File: src/rtl/bwbus_pkg.sv
package bwbus_pkg;

  typedef enum logic [1:0] {
    TGT_NONE = 2'd0,
    TGT_EXT  = 2'd1,
    TGT_MEM  = 2'd2,
    TGT_PERI = 2'd3
  } tgt_e;

  typedef struct packed {
    tgt_e tgt;
    logic wr;
  } route_t;

endpackage

File: src/rtl/bwbus_bound_reg.sv
module bwbus_bound_reg #(
  parameter int PART_W     = 4,
  parameter int PART_RESET = 8
) (
  input  logic              clk,
  input  logic              rst,
  input  logic              load_i,
  input  logic [PART_W-1:0] value_i,
  output logic [PART_W-1:0] bound_o
);

  always_ff @(posedge clk) begin
    if (rst) begin
      bound_o <= PART_W'(PART_RESET);
    end else if (load_i) begin
      bound_o <= value_i;
    end
  end

endmodule

File: src/rtl/bwbus_region_map.sv
module bwbus_region_map
  import bwbus_pkg::*;
#(
  parameter int ADDR_W  = 16,
  parameter int BLOCK_W = 15,
  parameter int PART_W  = 4
) (
  input  logic                      valid_i,
  input  logic                      fetch_i,
  input  logic                      write_i,
  input  logic [ADDR_W-1:0]         addr_i,
  input  logic                      size_multi_i,
  input  logic                      split_mode_i,
  input  logic                      prog_full_i,
  input  logic                      data_full_i,
  input  logic                      periph_sel_i,
  input  logic [PART_W-1:0]         bound_i,
  output route_t                    route_o,
  output logic [ADDR_W-BLOCK_W:0]   blk_o
);

  localparam int BLK_W = ADDR_W + 1 - BLOCK_W;

  logic              split_on;
  logic [PART_W-1:0] upper;
  logic              high_half;
  logic              mapped;

  assign split_on  = split_mode_i & size_multi_i;
  assign upper     = addr_i[ADDR_W-1 -: PART_W];
  assign high_half = addr_i[ADDR_W-1];

  always_comb begin
    route_o = '{tgt: TGT_NONE, wr: 1'b0};
    blk_o   = '0;
    mapped  = 1'b0;
    if (valid_i) begin
      if (fetch_i) begin
        mapped      = split_on ? (upper < bound_i) : (prog_full_i | ~high_half);
        route_o.tgt = mapped ? TGT_MEM : TGT_EXT;
        blk_o       = {1'b0, addr_i[ADDR_W-1 -: BLK_W-1]};
      end else if (periph_sel_i) begin
        route_o.tgt = TGT_PERI;
      end else begin
        mapped      = split_on ? (upper >= bound_i) : (data_full_i | ~high_half);
        route_o.tgt = mapped ? TGT_MEM : TGT_EXT;
        blk_o       = {~split_on, addr_i[ADDR_W-1 -: BLK_W-1]};
      end
      route_o.wr = write_i & ~fetch_i &
                   ((route_o.tgt == TGT_MEM) | (route_o.tgt == TGT_PERI));
    end
  end

endmodule

File: src/rtl/bwbus_enable_drive.sv
module bwbus_enable_drive
  import bwbus_pkg::*;
#(
  parameter int ADDR_W   = 16,
  parameter int BLOCK_W  = 15,
  parameter int CE_COUNT = 4,
  parameter int PE_COUNT = 4
) (
  input  logic                        clk,
  input  logic                        rst,
  input  logic                        hold,
  input  logic                        size_multi_i,
  input  route_t                      route_i,
  input  logic [ADDR_W-BLOCK_W:0]     blk_i,
  input  logic [$clog2(PE_COUNT)-1:0] pe_sel_i,
  input  logic [ADDR_W-2:0]           addr_lo_i,
  output logic [CE_COUNT-1:0]         ce_n,
  output logic                        ce1_unbacked_n,
  output logic [PE_COUNT-1:0]         pe_n,
  output logic                        rw_n,
  output logic                        ext_bus,
  output logic [ADDR_W-2:0]           bw_addr
);

  localparam int BLK_W    = ADDR_W + 1 - BLOCK_W;
  localparam int PE_SEL_W = $clog2(PE_COUNT);

  logic                is_mem;
  logic                is_peri;
  logic [CE_COUNT-1:0] ce_nx;
  logic [PE_COUNT-1:0] pe_nx;

  assign is_mem  = (route_i.tgt == TGT_MEM);
  assign is_peri = (route_i.tgt == TGT_PERI);

  for (genvar g = 0; g < CE_COUNT; g++) begin : g_ce
    if (g == 0) begin : g_first
      assign ce_nx[g] = size_multi_i ? ~(is_mem && blk_i == BLK_W'(g)) : ~is_mem;
    end else if (g == 1) begin : g_hi_bit
      assign ce_nx[g] = size_multi_i ? ~(is_mem && blk_i == BLK_W'(g))
                                     : (is_mem ? blk_i[BLK_W-1] : 1'b1);
    end else if (g == 2) begin : g_lo_bit
      assign ce_nx[g] = size_multi_i ? ~(is_mem && blk_i == BLK_W'(g))
                                     : (is_mem ? blk_i[BLK_W-2] : 1'b1);
    end else begin : g_rest
      assign ce_nx[g] = size_multi_i ? ~(is_mem && blk_i == BLK_W'(g)) : 1'b1;
    end
  end

  for (genvar g = 0; g < PE_COUNT; g++) begin : g_pe
    assign pe_nx[g] = ~(is_peri && pe_sel_i == PE_SEL_W'(g));
  end

  always_ff @(posedge clk) begin
    if (rst || hold) begin
      ce_n           <= '1;
      ce1_unbacked_n <= 1'b1;
      pe_n           <= '1;
      rw_n           <= 1'b1;
      ext_bus        <= 1'b0;
    end else begin
      ce_n           <= ce_nx;
      ce1_unbacked_n <= ce_nx[0];
      pe_n           <= pe_nx;
      rw_n           <= ~route_i.wr;
      ext_bus        <= (route_i.tgt == TGT_EXT);
    end
  end

  always_ff @(posedge clk) begin
    if (rst) begin
      bw_addr <= '0;
    end else begin
      bw_addr <= addr_lo_i;
    end
  end

endmodule

File: src/rtl/bwbus_decode.sv
module bwbus_decode
  import bwbus_pkg::*;
#(
  parameter int ADDR_W     = 16,
  parameter int BLOCK_W    = 15,
  parameter int CE_COUNT   = 1 << (ADDR_W + 1 - BLOCK_W),
  parameter int PE_COUNT   = 4,
  parameter int PART_W     = 4,
  parameter int PART_RESET = 8
) (
  input  logic                clk,
  input  logic                rst,
  input  logic                hold,
  input  logic                acc_valid,
  input  logic                acc_fetch,
  input  logic                acc_write,
  input  logic [ADDR_W-1:0]   acc_addr,
  input  logic                size_multi,
  input  logic                split_mode,
  input  logic                prog_full,
  input  logic                data_full,
  input  logic                periph_sel,
  input  logic                bound_load,
  input  logic [PART_W-1:0]   bound_in,
  output logic [CE_COUNT-1:0] ce_n,
  output logic                ce1_unbacked_n,
  output logic [PE_COUNT-1:0] pe_n,
  output logic                rw_n,
  output logic                ext_bus,
  output logic [ADDR_W-2:0]   bw_addr
);

  localparam int BLK_W    = ADDR_W + 1 - BLOCK_W;
  localparam int PE_SEL_W = $clog2(PE_COUNT);

  logic [PART_W-1:0] part_q;
  route_t            route;
  logic [BLK_W-1:0]  blk;

  bwbus_bound_reg #(
    .PART_W    (PART_W),
    .PART_RESET(PART_RESET)
  ) u_bound (
    .clk    (clk),
    .rst    (rst),
    .load_i (bound_load),
    .value_i(bound_in),
    .bound_o(part_q)
  );

  bwbus_region_map #(
    .ADDR_W (ADDR_W),
    .BLOCK_W(BLOCK_W),
    .PART_W (PART_W)
  ) u_map (
    .valid_i     (acc_valid),
    .fetch_i     (acc_fetch),
    .write_i     (acc_write),
    .addr_i      (acc_addr),
    .size_multi_i(size_multi),
    .split_mode_i(split_mode),
    .prog_full_i (prog_full),
    .data_full_i (data_full),
    .periph_sel_i(periph_sel),
    .bound_i     (part_q),
    .route_o     (route),
    .blk_o       (blk)
  );

  bwbus_enable_drive #(
    .ADDR_W  (ADDR_W),
    .BLOCK_W (BLOCK_W),
    .CE_COUNT(CE_COUNT),
    .PE_COUNT(PE_COUNT)
  ) u_drive (
    .clk           (clk),
    .rst           (rst),
    .hold          (hold),
    .size_multi_i  (size_multi),
    .route_i       (route),
    .blk_i         (blk),
    .pe_sel_i      (acc_addr[ADDR_W-1 -: PE_SEL_W]),
    .addr_lo_i     (acc_addr[ADDR_W-2:0]),
    .ce_n          (ce_n),
    .ce1_unbacked_n(ce1_unbacked_n),
    .pe_n          (pe_n),
    .rw_n          (rw_n),
    .ext_bus       (ext_bus),
    .bw_addr       (bw_addr)
  );

endmodule

File: config.mk
export PLATFORM = sky130hd
export DESIGN_NAME = bwbus_decode
export DESIGN_NICKNAME = d
export VERILOG_FILES = /design/src/rtl/bwbus_pkg.sv /design/src/rtl/bwbus_bound_reg.sv /design/src/rtl/bwbus_region_map.sv /design/src/rtl/bwbus_enable_drive.sv /design/src/rtl/bwbus_decode.sv
export SDC_FILE = /design/constraint.sdc
export NUM_CORES = 1
export LEC_CHECK = 0
export CAP_MARGIN = 15
export CELL_PAD_IN_SITES_DETAIL_PLACEMENT = 1
export CELL_PAD_IN_SITES_GLOBAL_PLACEMENT = 1
export CORE_ASPECT_RATIO = 1.5
export CORE_MARGIN = 1
export CORE_UTILIZATION = 35
export DETAILED_ROUTE_END_ITERATION = 6
export DONT_BUFFER_PORTS = 1
export PLACE_DENSITY = 0.68
export REMOVE_ABC_BUFFERS = 1
export SLEW_MARGIN = 30
export SYNTH_ARGS = -nofsm -noshare
export SYNTH_HDL_FRONTEND = slang
export SYNTH_SLANG_ARGS = --single-unit
File: constraint.sdc
create_clock -name clk -period 2.25 [get_ports clk]
set_clock_uncertainty 0.2 [all_clocks]
set_input_delay 0.675 -clock clk [delete_from_list [all_inputs] [get_ports clk]]
set_output_delay 0.675 -clock clk [all_outputs]
set_load 0.05 [all_outputs]
Yosys cells after proc, flatten, opt, wreduce, memory -nomap -nowiden
Index checks and enable logic that the tools add are counted.
{"block": "totals", "in_bits": 32, "reg_bits": 30}
{"block": "classes", "n_mux": 16, "magnitude_cmp": 2, "n_bitwise": 20, "reduce_logical": 12, "eq_ne": 11}
{"operator": "2-bit == test (second input constant)", "n": 8}
{"operator": "2-bit two-way mux", "n": 8}
{"operator": "1-bit inverter", "n": 14}
{"operator": "1-bit logical AND", "n": 8}
{"operator": "1-bit two-way mux", "n": 7}
{"operator": "2-bit by 1-bit == test with 1-bit output (second input constant)", "n": 3}
{"operator": "4-bit greater-or-equal comparator", "n": 1}
{"operator": "2-bit zero test", "n": 2}
{"operator": "4-bit < comparator", "n": 1}
{"operator": "1-bit AND", "n": 3}
{"operator": "3-bit two-way mux", "n": 1}
{"operator": "1-bit OR", "n": 3}
{"operator": "2-bit OR reduction", "n": 1}
{"operator": "1-bit logical OR", "n": 1}

Logic depth before layout (Yosys ltp)
Gate-level depths: netlist (run 1).
{"block": "logic_depth", "word_depth": 15, "ltp_mapped": 6}

Cells and area by module
Synthesis (run 1) repeated with hierarchy kept, for this count alone.
{"block": "hier_totals", "hier_cells": 104, "area_unflattened_um2": 1108.6}
{"mod": "bwbus_enable_drive", "seq_area_each_um2": 500.5, "area_each_um2": 739.5, "cells_each": 59, "instances": 1}
{"mod": "bwbus_region_map", "seq_area_each_um2": 0.0, "area_each_um2": 225.2, "cells_each": 32, "instances": 1}
{"mod": "bwbus_bound_reg", "seq_area_each_um2": 80.1, "area_each_um2": 143.9, "cells_each": 13, "instances": 1}

Worst setup path after synthesis (run 1)
Ideal clock, no wire load.
{"block": "synth_path", "path_kind": "input to register", "start": "in acc_addr[13]", "end": "reg u_drive.ext_bus", "t_arrival_ps": 1667, "n_path_buf": 0, "slack_ps": 309, "path_stages": 5, "cell_sequence": "ha_1 nor2b_1 o211ai_1 a221o_1 a31oi_1"}
{"block": "synth_between", "elab_chain_cells": 8}
{"item": "start, declared", "line_no": "bwbus_decode.sv:17", "source": "input logic [ADDR_W-1:0] acc_addr,"}
{"item": "4-bit greater-or-equal comparator", "line_no": "bwbus_region_map.sv:45", "source": "mapped = split_on ? (upper >= bound_i) : (data_full_i | ~high_half);"}
{"item": "1-bit two-way mux", "line_no": "bwbus_region_map.sv:45"}
{"item": "2-bit two-way mux", "line_no": "bwbus_region_map.sv:46", "source": "route_o.tgt = mapped ? TGT_MEM : TGT_EXT;"}
{"item": "2-bit two-way mux", "line_no": "bwbus_region_map.sv:42", "source": "end else if (periph_sel_i) begin"}
{"item": "2-bit two-way mux *", "line_no": "bwbus_region_map.sv:38", "source": "if (fetch_i) begin"}
{"item": "2-bit two-way mux *", "line_no": "bwbus_region_map.sv:37", "source": "if (valid_i) begin"}
{"item": "3-bit two-way mux *", "line_no": "bwbus_region_map.sv:37"}
{"item": "2-bit by 1-bit == test with 1-bit output *", "line_no": "bwbus_enable_drive.sv:66", "source": "ext_bus <= (route_i.tgt == TGT_EXT);"}
{"item": "end signal, assigned", "line_no": "bwbus_enable_drive.sv:66"}
{"item": "end, declared", "line_no": "bwbus_enable_drive.sv:21", "source": "output logic ext_bus,"}
Every way passes the cells marked *; elsewhere a longest branch is shown, timed or not. The select of a mux whose other input is x is not followed.
A chain may end at the register's enable or synchronous reset.

Worst setup path in the final report (run 1)
{"block": "layout_path", "start": "reg u_drive.ce_n[1]", "end": "out ce_n[1]"}
{"item": "start, declared", "line_no": "bwbus_enable_drive.sv:17", "source": "output logic [CE_COUNT-1:0] ce_n,"}
{"item": "start signal, assigned", "line_no": "bwbus_enable_drive.sv:62", "source": "ce_n <= ce_nx;"}
{"item": "end, declared", "line_no": "bwbus_decode.sv:25", "source": "output logic [CE_COUNT-1:0] ce_n,"}
No word-level cell between the ends.

==> metrics.cfg, run 1 <==
[clocking]
numCtsBuffers=5
postCtsSetupBuffers=0
clock_sink_count=29
clockBufferDepth=2
cts_root_buf=clkbuf_8
tritoncts=built
htreeDepth=2
clkLatencyLatePin_ns=0.27
cts_hold_buf=0
cts_resized=0
clkTransAtPathRegs_ns=0.06

[hold_path]
min-delay-path-class=primary input to flop
worstHoldEndpoint=u_bound.bound_o[1]$_SDFFE_PP0P_
hold_path.startpoint=rst
hold_path_depth=1

[routing]
drt-total-wl_um=2270
vias=750
drc=0
drt_pass1_iterations=2
drt_iter0_markers=8
vias_per_cell=5.14
ant_nets=0
wl_per_cell_um=15.6

[logic_synthesis]
async_reset_ff_frac=0
synth_fa_ha_area_frac=0.0477
netlist.area_leader.share=0.553
synth.avg_cell_area_um2=10.2
synth_warnings=0
synth_top_family_by_area=simple AND/OR/NAND/NOR gates
synthFlopType=dfxtp_1
yosysMostFrequentCell=dfxtp_1
synth_edf_count=0
synth_compound_area_frac=0.0906
synth_xor_xnor_area_share=0
yosysSeqAreaShare=0.553
synth_area_leader_cell=dfxtp_1
synth.area.mux_share=0.0286
synth_area_mm2=0.00105
synth_cell_types=28
synth_seq_cells=29
synthSimpleGateAreaFrac=0.237
netlist_top_cells_area=dfxtp_1 55%, nor2b_1 9.5%, ha_1 4.8%, nand4_1 3.0%, mux2i_1 2.9%
synthCells=103
synth_common_cells=29 x dfxtp_1, 16 x nor2b_1, 6 x inv_1, 6 x nor2_1

[floorplanning]
fp.dieH_um=69.1
rows=24
core_area_mm2=0.00288
dieArea_mm2=0.00323
io_pins=58
die_w_um=46.7
initial_core_util=0.364

[critical_path]
r2r_start=u_bound.bound_o[3]$_SDFFE_PP1P_
path_max_fanout=1
start_kind=flop
reg2reg_depth=5
end_kind=output pin
r2r_slack_ns=0.52
crit_type=flop to output pin
cp.arrival_ns=0.92
cp.required_ns=1.37
reg2reg_to=u_drive.ce_n[1]$_SDFF_PP1_

[sta]
timing.final.ws_setup_ns=0.456
fmax_mhz=558
fin_crit_sh=0.797
min_period_ns=1.79
slew_violations=0
setup_viol=0
grt_setup_unrepaired=false
maxSlewHeadroom=0.657
worst_pin_slew_ns=0.514
finalHoldViolCount=0
fin_setup_tns_ns=0
hold_ws_ns=0.264

[grt]
grt_max_degree=21
grt_pass1_vias=789
overflow=0
antenna_found_initial=0
grt_pass1_wl_um=3460
track_usage=0.154

[cells_and_area]
n_antenna_cell=0
drive_above_1_share=0.103
fillerInstances=344
area_delta_synth_final_pct=12.9
layout.nets=142

[run]
maxCapViolCount=0

[power]
power_density_mw_per_mm2=946
p_total_mw=1.12
leakage_nw=0.471
peakVddDrop_uv=376

[placed_design]
dp_hpwl_um=1760
place_ws_ns=0.185
gp_congestion=0.782
port-buffer-count=0

[run_status]
outcome=completed

-- how the worst max path moves through the flow --
stage | start | endpoint | cells past startpoint
2_1_floorplan | acc_addr[13] | u_drive.ext_bus$_SDFF_PP0_ | 5
3_3_place_gp | acc_addr[13] | u_drive.ext_bus$_SDFF_PP0_ | 5
3_5_place_dp | acc_addr[15] | u_drive.ce_n[1]$_SDFF_PP1_ | 4
4_1_cts | u_drive.ce_n[1]$_SDFF_PP1_ | ce_n[1] | 0
5_1_grt | u_bound.bound_o[1]$_SDFFE_PP0P_ | u_drive.ce_n[3]$_SDFF_PP1_ | 6
6_report | u_drive.ce_n[1]$_SDFF_PP1_ | ce_n[1] | 0
-- logic make-up after synthesis --
family                   Yosys count
AO/OA/AOI/OAI                     13
buffers and inverters             11
flip-flops                        29
AND/OR/NAND/NOR                   43
adder cells (fa/ha/maj)            4
multiplexers                       3
-- layer usage --
metal / global-route usage / wire length [µm] / up-vias
met1: 0.146 / 783 / 340
met3: 0.0759 / 265 / 6
met4: 0.0857 / 42 / 0
li1: - / - / 356
met2: 0.252 / 1180 / 48
met5: 0 / 0 / -
-- placed cells by master (no fill, tap or decap) --
cell and n:
a21o_1 1, a31oi_1 2, nor2_1 6, or3b_4 1
nand4b_1 2, a31o_2 1, a221o_1 1, or3_1 1
o21bai_1 1, o211ai_1 2, nand3_1 3, nand2_1 5
a41oi_1 1, ha_1 4, buf_4 1, nand2b_1 1
nand4_1 5, nor2b_1 16, nor3_1 2, dfxtp_1 29
and4b_1 1, o21a_1 1, inv_1 6, a211oi_1 1
a21oi_1 1, o21ai_0 1, mux2i_1 3, clkinv_2 1
clkbuf_8 7
-- worst register-to-register path: cells and delay by family, from the launching register on --
| kind | cells | cell delay, ns |
|---|---|---|
| buf+inv | 1 | 0.05 |
| simple gates | 1 | 0.10 |
| fa+ha+maj | 1 | 0.30 |
| flops | 1 | 0.31 |
| compound gates | 2 | 0.66 |
-- layout make-up --
type | instances | area, µm² | share of cell area
clock buffer | 7 | 96.3 | 0.0813
clock inverter | 1 | 5.00 | 0.00422
inverter | 6 | 22.5 | 0.0190
multi-input combinational | 63 | 424 | 0.358
sequential | 29 | 581 | 0.490
tap | 39 | 48.8 | 0.0412
timing repair buffer | 1 | 7.51 | 0.00634
-- through the flow --
step,utilization,area (µm²),instances
2_1_floorplan,-,1030,98
3_3_place_gp,0.376,1080,138
3_5_place_dp,0.376,1080,138
4_1_cts,0.411,1180,146
5_1_grt,0.411,1180,146
6_report,0.411,1180,146
-- sequential cells by signal, indices dropped and copies added (netlist names) --
signal / flops
u_bound.bound_o: 4
u_drive.ce_n: 4
u_drive.rw_n: 1
u_drive.bw_addr: 15
u_drive.pe_n: 4
u_drive.ext_bus: 1
-- power by group --
| part | total, mW | internal, mW | leakage (nW) | switching [mW] |
|---|---|---|---|---|
| Combinational | 0.0629 | 0.0304 | 0.177 | 0.0325 |
| Sequential | 0.600 | 0.535 | 0.239 | 0.0646 |
| Clock | 0.459 | 0.276 | 0.0542 | 0.183 |
Note: power is estimated with default switching activity, not from simulation.
==> run 2, diff against run 1 <==
==> constraint.sdc (replaced) <==
create_clock -name clk -period 1.7 [get_ports clk]
set_clock_uncertainty 0.2 [all_clocks]
set_input_delay 0.51 -clock clk [delete_from_list [all_inputs] [get_ports clk]]
set_output_delay 0.51 -clock clk [all_outputs]
set_load 0.05 [all_outputs]
==> run 2 against run 1 <==
Against the previous run:
- routed wire length hardly changed
- cell area is 6.2% higher
- utilization is 2.6 points higher
- combinational power increased by 67%
- via count up 1.5%
- first-iteration DRC count up 50%
- critical path type is now flop to flop
- largest cell class unchanged
==> metrics.cfg, run 2 (same netlist as run 1, synthesis figures left out) <==
[cells_and_area]
layout.nets=146
n_antenna_cell=0
final_core_util=0.437
fillerInstances=336
regMostFlops=u_drive.bw_addr
largest_register_ffs=15
final_common_cell=dfxtp_1
final_cell_mix=28 x dfxtp_1, 15 x nor2b_1, 6 x nor2_1, 6 x clkbuf_8
area_delta_synth_final_pct=19.9
drive_above_1_share=0.182

[placed_design]
port-buffer-count=0
dp_hpwl_um=1700
gp_congestion=0.797

[floorplanning]
die_w_um=46.7
initial_core_util=0.364
io_pins=58
dieArea_mm2=0.00323
core_area_mm2=0.00288
rows=24
fp.dieH_um=69.1

[sta]
fmax_mhz=591
hold_ws_ns=0.0936
fin_crit_sh=0.995
grt_setup_unrepaired=true
finalHoldViolCount=0
maxSlewHeadroom=0.669
worst_pin_slew_ns=0.496
min_period_ns=1.69
slew_violations=0
setup_viol=0

[clocking]
cts_hold_buf=0
tritoncts=built
clkTransAtPathRegs_ns=0.06
clockBufferDepth=2
clock_sink_count=29
cts_root_buf=clkbuf_8
clkLatencyLatePin_ns=0.27
htreeDepth=2
postCtsSetupBuffers=0
numCtsBuffers=5

[power]
clockPowerShare=0.378
p_seq_frac=0.549
p_sw_mw=0.361
leakage_nw=0.492
intPower_mw=1.08
peakVddDrop_uv=468
swShare=0.250
pwr-share-comb=0.072
power_density_mw_per_mm2=1150

[routing]
vias_per_cell=5.11
drc=0
drt_iter0_markers=12
drt-total-wl_um=2270
vias=761
drt_pass1_iterations=4
ant_nets=0
wl_per_cell_um=15.2

[critical_path]
end_kind=flop
cp.required_ns=1.70
crit_type=flop to flop
cp.arrival_ns=1.69
path_max_fanout=3
start_kind=flop

[run_status]
outcome=completed

[grt]
grt_max_degree=21
grt_pass1_vias=783
antenna_found_initial=0
overflow=0
track_usage=0.157
grt_pass1_wl_um=3450

[hold_path]
min-delay-path-class=primary input to flop

[run]
maxCapViolCount=0

run 2: cell type report:
| cell class | instances | area [µm²] | share of cell area |
|---|---|---|---|
| clock buffer | 7 | 86.3 | 0.0686 |
| tap | 39 | 48.8 | 0.0388 |
| inverter | 6 | 22.5 | 0.0179 |
| multi-input combinational | 63 | 469 | 0.373 |
| timing repair buffer | 5 | 50.0 | 0.0398 |
| sequential | 29 | 582 | 0.462 |
run 2: layer usage:
layer	vias up	GRT usage	routed length (µm)
met3	10	0.0812	271
met1	336	0.139	785
met4	0	0.127	92
met5	-	0	0
met2	50	0.244	1120
li1	365	-	-
run 2: power groups by stage:
stage | clock network (mW) | logic, mW | registers [mW]
detailed placement | 0 | 0.0912 | 0.808
floorplan | 0 | 0.0629 | 0.812
global placement | 0 | 0.0889 | 0.807
finish | 0.546 | 0.105 | 0.793
CTS | 0.571 | 0.0983 | 0.794
global route | 0.601 | 0.115 | 0.797
run 2: path summary, 6_finish.rpt:
check | start | end | slack (ns) | cells after the start
setup / recovery | u_bound.bound_o[1]$_SDFFE_PP0P_ | u_drive.ext_bus$_SDFF_PP0_ | 0.008 | 6
hold / removal | rst | u_bound.bound_o[1]$_SDFFE_PP0P_ | 0.09 | 1
setup reg to reg | u_bound.bound_o[1]$_SDFFE_PP0P_ | u_drive.ext_bus$_SDFF_PP0_ | 0.008 | 6
hold reg to reg | u_bound.bound_o[1]$_SDFFE_PP0P_ | u_bound.bound_o[1]$_SDFFE_PP0P_ | 0.30 | 2
run 2: timing repair:
item	in CTS	in global routing
gates resized for setup	5	2
endpoints found under the setup margin	4	2
gates cloned	0	0
pin swaps	1	2
run 2: worst max-delay path, stage by stage (launching register included):
cell and delay [ns]:
dfxtp_2 0.33, inv_2 0.04, ha_4 0.26, nor2b_4 0.12
o211ai_1 0.13, a221o_1 0.38, a31oi_1 0.16
run 2: per-stage QoR:
stage / std cells / power [mW] / worst slack [ns] / setup TNS, ns / cell area, µm²
finish: 149 / 1.44 / 0.00848 / 0 / 1260
global route: 149 / 1.51 / -0.0367 / -0.0367 / 1260
CTS: 149 / 1.46 / -0.0129 / -0.0129 / 1240
detailed placement: 142 / 0.899 / -0.190 / -0.891 / 1130
global placement: 142 / 0.896 / -0.131 / -0.655 / 1130
floorplan: 98 / 0.875 / -0.0758 / -0.222 / 1030
